===== src/rtl/cbm_pkg.sv =====
package cbm_pkg;
    typedef enum logic [1:0] {
        ST_IDLE = 2'd0,
        ST_EVAL = 2'd1,
        ST_SCAN = 2'd2
    } cbm_state_e;
endpackage


===== src/rtl/cbm_fade_accum.sv =====
// Fades every score and adds the saving to the selected one, with saturation.
module cbm_fade_accum #(
    parameter int NUM_APPS = 4,
    parameter int CB_W     = 16,
    parameter int TIME_W   = 12,
    parameter int FADE_W   = 8
) (
    input  logic [NUM_APPS-1:0][CB_W-1:0] cb_i,
    input  logic [NUM_APPS-1:0]           sel_i,
    input  logic [TIME_W-1:0]             gain_i,
    input  logic [FADE_W:0]               fade_i,
    output logic [NUM_APPS-1:0][CB_W-1:0] cb_o
);
    localparam int PW = CB_W + FADE_W + 1;
    localparam logic [FADE_W:0] UNITY = {1'b1, {FADE_W{1'b0}}};

    logic [FADE_W:0] fade_eff;
    assign fade_eff = (fade_i > UNITY) ? UNITY : fade_i;

    for (genvar g = 0; g < NUM_APPS; g++) begin : g_entry
        logic [CB_W-1:0] faded;
        logic [CB_W:0]   sum;
        assign faded = CB_W'((PW'(cb_i[g]) * PW'(fade_eff)) >> FADE_W);
        assign sum   = {1'b0, faded} + (sel_i[g] ? (CB_W+1)'(gain_i) : '0);
        assign cb_o[g] = sum[CB_W] ? {CB_W{1'b1}} : sum[CB_W-1:0];
    end
endmodule


===== src/rtl/cbm_min_pick.sv =====
// One-hot pick of the eligible entry with the smallest score (lowest index on tie).
module cbm_min_pick #(
    parameter int NUM_APPS = 4,
    parameter int CB_W     = 16
) (
    input  logic [NUM_APPS-1:0][CB_W-1:0] cb_i,
    input  logic [NUM_APPS-1:0]           elig_i,
    output logic [NUM_APPS-1:0]           pick_o,
    output logic                          found_o
);
    logic [CB_W-1:0] best;
    always_comb begin
        pick_o  = '0;
        found_o = 1'b0;
        best    = '0;
        for (int i = 0; i < NUM_APPS; i++) begin
            if (elig_i[i] && (!found_o || cb_i[i] < best)) begin
                pick_o    = '0;
                pick_o[i] = 1'b1;
                best      = cb_i[i];
                found_o   = 1'b1;
            end
        end
    end
endmodule


===== src/rtl/cbm_slot_count.sv =====
// Sums the footprints of the masked accelerators.
module cbm_slot_count #(
    parameter int NUM_APPS = 4,
    parameter int SZ_W     = 2,
    parameter int CNT_W    = 5
) (
    input  logic [NUM_APPS-1:0][SZ_W-1:0] size_i,
    input  logic [NUM_APPS-1:0]           mask_i,
    output logic [CNT_W-1:0]              total_o
);
    always_comb begin
        total_o = '0;
        for (int i = 0; i < NUM_APPS; i++) begin
            if (mask_i[i]) total_o = total_o + CNT_W'(size_i[i]);
        end
    end
endmodule


===== src/rtl/cbm_load_manager.sv =====
module cbm_load_manager
    import cbm_pkg::*;
#(
    parameter int  NUM_APPS = 4,
    parameter int  CB_W     = 16,
    parameter int  TIME_W   = 12,
    parameter int  FADE_W   = 8,
    parameter int  SZ_W     = 2,
    parameter int  SLOT_W   = 4,
    localparam int IDX_W    = (NUM_APPS > 1) ? $clog2(NUM_APPS) : 1
) (
    input  logic                            clk_i,
    input  logic                            rst_ni,
    input  logic                            req_valid_i,
    input  logic [IDX_W-1:0]                req_app_i,
    output logic                            req_ready_o,
    input  logic [NUM_APPS-1:0][TIME_W-1:0] sw_time_i,
    input  logic [NUM_APPS-1:0][TIME_W-1:0] cp_time_i,
    input  logic [NUM_APPS-1:0][TIME_W-1:0] load_time_i,
    input  logic [NUM_APPS-1:0][SZ_W-1:0]   slot_size_i,
    input  logic [SLOT_W-1:0]               region_slots_i,
    input  logic [FADE_W:0]                 fade_i,
    output logic                            dec_valid_o,
    output logic                            dec_load_o,
    output logic                            dec_resident_o,
    output logic [NUM_APPS-1:0]             dec_victims_o
);
    localparam int SUM_W = CB_W + IDX_W + 1;
    localparam int CNT_W = SZ_W + IDX_W + 1;
    localparam int CMP_W = ((CNT_W > SLOT_W) ? CNT_W : SLOT_W) + 1;

    typedef struct packed {
        cbm_state_e                   state;
        logic [IDX_W-1:0]             app;
        logic [NUM_APPS-1:0]          resident;
        logic [NUM_APPS-1:0][CB_W-1:0] cb;
        logic [NUM_APPS-1:0]          vmask;
        logic [SUM_W-1:0]             vsum;
        logic                         valid;
        logic                         load;
        logic                         hit;
        logic [NUM_APPS-1:0]          victims;
    } regs_t;

    regs_t r_d, r_q;

    // request-side values
    logic [NUM_APPS-1:0]           sel_req;
    logic [TIME_W-1:0]             gain;
    logic [NUM_APPS-1:0][CB_W-1:0] faded_cb;

    always_comb begin
        sel_req = '0;
        sel_req[req_app_i] = 1'b1;
        gain = (sw_time_i[req_app_i] > cp_time_i[req_app_i])
             ? (sw_time_i[req_app_i] - cp_time_i[req_app_i]) : '0;
    end

    cbm_fade_accum #(
        .NUM_APPS(NUM_APPS), .CB_W(CB_W), .TIME_W(TIME_W), .FADE_W(FADE_W)
    ) i_fade (
        .cb_i(r_q.cb), .sel_i(sel_req), .gain_i(gain), .fade_i(fade_i), .cb_o(faded_cb)
    );

    // victim walk
    logic [NUM_APPS-1:0] pick;
    logic                found;
    logic [CNT_W-1:0]    used_slots;
    logic [CNT_W-1:0]    after_slots;

    cbm_min_pick #(.NUM_APPS(NUM_APPS), .CB_W(CB_W)) i_pick (
        .cb_i(r_q.cb), .elig_i(r_q.resident & ~r_q.vmask), .pick_o(pick), .found_o(found)
    );

    cbm_slot_count #(.NUM_APPS(NUM_APPS), .SZ_W(SZ_W), .CNT_W(CNT_W)) i_used (
        .size_i(slot_size_i), .mask_i(r_q.resident), .total_o(used_slots)
    );

    cbm_slot_count #(.NUM_APPS(NUM_APPS), .SZ_W(SZ_W), .CNT_W(CNT_W)) i_after (
        .size_i(slot_size_i), .mask_i(r_q.vmask | pick), .total_o(after_slots)
    );

    logic [CB_W-1:0]  cur_cb;
    logic [CB_W-1:0]  cur_lt;
    logic [CMP_W-1:0] cur_sz;
    logic [CMP_W-1:0] free_slots;
    logic [CB_W-1:0]  margin;
    logic [CB_W-1:0]  pick_cb;
    logic [SUM_W-1:0] next_sum;
    logic [NUM_APPS-1:0] app_bit;

    always_comb begin
        cur_cb  = r_q.cb[r_q.app];
        cur_lt  = CB_W'(load_time_i[r_q.app]);
        cur_sz  = CMP_W'(slot_size_i[r_q.app]);
        free_slots = (CMP_W'(region_slots_i) > CMP_W'(used_slots))
                   ? (CMP_W'(region_slots_i) - CMP_W'(used_slots)) : '0;
        margin  = cur_cb - cur_lt;
        pick_cb = '0;
        for (int i = 0; i < NUM_APPS; i++) begin
            if (pick[i]) pick_cb = pick_cb | r_q.cb[i];
        end
        next_sum = r_q.vsum + SUM_W'(pick_cb);
        app_bit  = '0;
        app_bit[r_q.app] = 1'b1;
    end

    always_comb begin
        r_d         = r_q;
        r_d.valid   = 1'b0;
        r_d.load    = 1'b0;
        r_d.hit     = 1'b0;
        r_d.victims = '0;
        unique case (r_q.state)
            ST_IDLE: begin
                if (req_valid_i) begin
                    r_d.app   = req_app_i;
                    r_d.cb    = faded_cb;
                    r_d.state = ST_EVAL;
                end
            end
            ST_EVAL: begin
                r_d.vmask = '0;
                r_d.vsum  = '0;
                if (r_q.resident[r_q.app]) begin
                    r_d.valid = 1'b1;
                    r_d.hit   = 1'b1;
                    r_d.state = ST_IDLE;
                end else if (cur_cb <= cur_lt) begin
                    r_d.valid = 1'b1;
                    r_d.state = ST_IDLE;
                end else if (free_slots >= cur_sz) begin
                    r_d.valid    = 1'b1;
                    r_d.load     = 1'b1;
                    r_d.resident = r_q.resident | app_bit;
                    r_d.state    = ST_IDLE;
                end else begin
                    r_d.state = ST_SCAN;
                end
            end
            ST_SCAN: begin
                if (!found || next_sum >= SUM_W'(margin)) begin
                    r_d.valid = 1'b1;
                    r_d.state = ST_IDLE;
                end else if (free_slots + CMP_W'(after_slots) >= cur_sz) begin
                    r_d.valid    = 1'b1;
                    r_d.load     = 1'b1;
                    r_d.victims  = r_q.vmask | pick;
                    r_d.resident = (r_q.resident & ~(r_q.vmask | pick)) | app_bit;
                    r_d.state    = ST_IDLE;
                end else begin
                    r_d.vmask = r_q.vmask | pick;
                    r_d.vsum  = next_sum;
                end
            end
            default: r_d.state = ST_IDLE;
        endcase
    end

    always_ff @(posedge clk_i) begin
        if (!rst_ni) r_q <= '0;
        else         r_q <= r_d;
    end

    logic [NUM_APPS-1:0] resident_w;
    assign resident_w     = r_q.resident;
    assign req_ready_o    = (r_q.state == ST_IDLE);
    assign dec_valid_o    = r_q.valid;
    assign dec_load_o     = r_q.load;
    assign dec_resident_o = r_q.hit;
    assign dec_victims_o  = r_q.victims;
endmodule


===== config.mk =====
export PLATFORM = sky130hd
export DESIGN_NAME = cbm_load_manager
export DESIGN_NICKNAME = d
export VERILOG_FILES = /design/src/rtl/cbm_pkg.sv /design/src/rtl/cbm_fade_accum.sv /design/src/rtl/cbm_min_pick.sv /design/src/rtl/cbm_slot_count.sv /design/src/rtl/cbm_load_manager.sv
export SDC_FILE = /design/constraint.sdc
export NUM_CORES = 2
export LEC_CHECK = 0
export ABC_AREA = 1
export BUFFER_PORTS_ARGS = -buffer_cell sky130_fd_sc_hd__buf_2
export CAP_MARGIN = 20
export CORE_MARGIN = 1.5
export CORE_UTILIZATION = 39
export DETAILED_ROUTE_END_ITERATION = 10
export SLEW_MARGIN = 15
export SYNTH_ARGS = -nofsm -noshare
export SYNTH_HDL_FRONTEND = slang
export SYNTH_SLANG_ARGS = --single-unit

===== constraint.sdc =====
create_clock -name clk_i -period 11.3 [get_ports clk_i]
set_input_delay 2.26 -clock clk_i [delete_from_list [all_inputs] [get_ports clk_i]]
set_output_delay 2.26 -clock clk_i [all_outputs]
set_load 0.05 [all_outputs]

==> results.json <==
{
  "status": "finished clean",
  "r2r_start": "resident_w[0]",
  "ant_nets": 0,
  "finalSetupTns_ns": 0,
  "min_path_type": "reg2reg",
  "die_area_sq_um": 74300,
  "setup_viol": 0,
  "die_w_microns": 273,
  "antenna_found_initial": 1,
  "clockRootBuffer": "clkbuf_16",
  "worstPathMaxFanout": 33,
  "setup_ws_ns": 0.962,
  "seqPwrFrac_pct": 14.1,
  "hold_end": "r_q[25]",
  "nNetsFinal": 4798,
  "hold_depth": 2,
  "cp-start-kind": "flop",
  "grt_pass1_wl_microns": 145000,
  "worst-endpoint-arrival_ns": 10.61,
  "yosys_most_used_dff": "dfxtp_1",
  "swShare_pct": 56.0,
  "drv_cap": 0,
  "h-tree-depth": 3,
  "syn_area_per_cell_sq_um": 7.51,
  "reg2reg_slack_ns": 0.96,
  "drive_above_1_share_pct": 10.7,
  "hold_start": "r_q[25]",
  "clk_pin_slew_ns": 0.09,
  "min_period_ns": 10.34,
  "portBuffers": 177,
  "fp.coreArea_sq_um": 71700,
  "path_class": "reg2reg",
  "grt_max_degree": 46,
  "clock-sinks": 102,
  "start_util_pct": 39.5,
  "critPathSlowestCell": "fa_1",
  "end_kind": "flop",
  "firstDrtPassIters": 8,
  "cts_tree": "done",
  "p_per_area_nw_per_um2": 109,
  "yosysSeqAreaShare_pct": 7.21,
  "finalHoldViolCount": 0,
  "max_slew.worst_pin.slew_ns": 1.07,
  "yosys.cell_types.count": 74,
  "reg2reg_to": "resident_w[3]",
  "fmax_mhz": 96.7,
  "cts_buffer_depth": 2,
  "p_int_mw": 1.48,
  "die_y_microns": 273,
  "p_leak_nw": 16.3,
  "routed_wl_microns": 92200,
  "clk_latency_ns": 0.42,
  "drv_slew": 0,
  "cpPeakStageDelay_ns": 0.49,
  "netlist_instances": 3775,
  "track_usage_pct": 25.4,
  "synthArstFlopShare_pct": 0,
  "via_count": 25320,
  "synth_nets": 4682,
  "ys_ff_latch": 102,
  "wl_per_cell_microns": 19.0,
  "rows": 98,
  "cp_common_cell": "nand2_1",
  "gp_congestion": 0.992,
  "synth_area_sq_um": 28300,
  "p_clk_share_pct": 10.9,
  "hpwl_microns": 73700,
  "max-slew-margin-rel_pct": 28.1,
  "fin_worst_skew_ns": 0.0123,
  "numCtsBuffers": 9,
  "areaGrowthSynthToFinish_pct": 8.96,
  "synth_warnings": 0,
  "synth_edf_count": 0,
  "cp.required_ns": 11.57,
  "finalCritPeriodShare_pct": 91.5,
  "grt_pass1_vias": 25564,
  "drt-vias-per-instance": 5.22,
  "place_ws_ns": 0.196,
  "rsz0062_at_grt": "false",
  "drc": 0,
  "dr.first_iter.drc_count": 1687,
  "ir_drop_uv": 97.3,
  "reg2reg_depth": 69,
  "switchingPower_mw": 1.89,
  "grt_remaining_overflow": 0,
  "combPwrFrac_pct": 75.0,
  "ios": 178
}
[final cells by class]
class | instances | area, sq um
antenna | 1 | 2.50
clock buffer | 9 | 225
clock inverter | 7 | 86.3
fill | 7405 | 40900
inverter | 776 | 2920
multi-input combinational | 2727 | 22800
sequential | 102 | 2040
tap | 950 | 1190
timing repair buffer | 275 | 1620
[metal layers]
| layer | GRT usage, % | share of wire, % | up-vias |
|---|---|---|---|
| li1 | - | - | 12017 |
| met1 | 33.1 | 43 | 12305 |
| met2 | 42.6 | 47 | 843 |
| met3 | 3.82 | 6.6 | 155 |
| met4 | 9.23 | 3.7 | 0 |
| met5 | 0 | 0 | - |
[kinds of logic after synthesis]
group           count (synthesis)  share of synthesized area, %
flops                         102                          7.21
xor+xnor                      165                          5.18
other cells                     1                        0.0132
buf+inv                       946                          12.8
simple gates                 1201                          17.0
fa+ha+maj                     737                          43.2
compound gates                623                          14.6
[power groups by stage]
stage | combinational (mW) | sequential (mW) | clock, mW
finish | 2.53 | 0.474 | 0.368
global route | 2.86 | 0.475 | 0.385
CTS | 2.52 | 0.470 | 0.377
detailed placement | 2.50 | 0.479 | 0
global placement | 2.48 | 0.479 | 0
floorplan | 1.82 | 0.437 | 0
[worst max-delay path, delay by kind of cell, from the launching register on]
kind / cells / cell delay (ns)
adder cells (fa/ha/maj): 7 / 2.42
AND/OR/NAND/NOR: 39 / 4.20
AO/OA/AOI/OAI: 12 / 1.94
flip-flops: 1 / 0.43
buffers and inverters: 10 / 1.06
XOR/XNOR: 1 / 0.09
[cells in the mapped netlist, types with 11 or more instances]
library cell  number  share of area [%]
nand2_1          803                 11
inv_1            756                 10
fa_1             403                 28
ha_1             334                 15
nor2_1           247                3.3
a21oi_1          234                4.1
clkbuf_1         133                1.8
o21ai_0          123                2.2
dfxtp_1          102                7.2
xor2_1            83                2.6
xnor2_1           79                2.4
nand3_1           65                1.1
a221oi_1          33                1.0
a22oi_1           27               0.72
o22ai_1           25               0.55
a22o_1            23               0.71
buf_1             21               0.28
nand2_2           21               0.46
nor3_1            20               0.35
o21bai_1          20               0.53
a221oi_2          19                1.0
inv_2             16               0.21
a211oi_1          15               0.40
a21o_1            15               0.40
nand4_1           15               0.33
o21ai_1           14               0.25
a21oi_4           11               0.63
[registers in the layout (all words and copies together), names as in the netlist]
name	flops
dec_valid_o	1
dec_resident_o	1
r_q	91
dec_victims_o	4
dec_load_o	1
resident_w	4
[worst max path at each step]
stage	from	cells after the start	slack [ns]	to
floorplan	resident_w[0]	65	1.20	r_q[13]
global placement	resident_w[0]	60	0.30	r_q[27]
detailed placement	resident_w[0]	61	0.20	r_q[28]
CTS	resident_w[0]	61	0.14	r_q[28]
global route	resident_w[0]	68	0.0008	resident_w[3]
finish	resident_w[0]	69	0.96	resident_w[3]
[stage by stage]
| step | instances | total power [mW] | instance area, sq um | hold slack (ns) | util (%) |
|---|---|---|---|---|---|
| floorplan | 3775 | 2.25 | 28300 | 0.427 | - |
| global placement | 4826 | 2.96 | 30500 | 0.439 | 42.5 |
| global route | 4846 | 3.72 | 30900 | 0.494 | 43.0 |
| detailed placement | 4826 | 2.98 | 30500 | 0.448 | 42.5 |
| CTS | 4842 | 3.37 | 30800 | 0.460 | 42.9 |
| finish | 4847 | 3.37 | 30900 | 0.460 | 43.0 |
[timing repair]
item                       in CTS  in global routing
setup endpoints to repair       0                 35
hold buffers                    0                  0
setup buffers                   0                  2
gates resized for setup         0                 19
[layout by cell type, fill, tap and decap left out, types with 19 or more instances in the layout]
| master | count |
|---|---|
| nand2_1 | 801 |
| inv_1 | 753 |
| fa_1 | 403 |
| ha_1 | 334 |
| nor2_1 | 236 |
| a21oi_1 | 234 |
| buf_2 | 177 |
| o21ai_0 | 114 |
| dfxtp_1 | 102 |
| buf_4 | 97 |
| xor2_1 | 83 |
| xnor2_1 | 79 |
| nand3_1 | 65 |
| a221oi_1 | 33 |
| a22oi_1 | 27 |
| o22ai_1 | 25 |
| o21ai_1 | 23 |
| a22o_1 | 23 |
| o21bai_1 | 20 |
| nor3_1 | 20 |
| inv_2 | 19 |
| a221oi_2 | 19 |
Note: power is estimated with default switching activity, not from simulation.
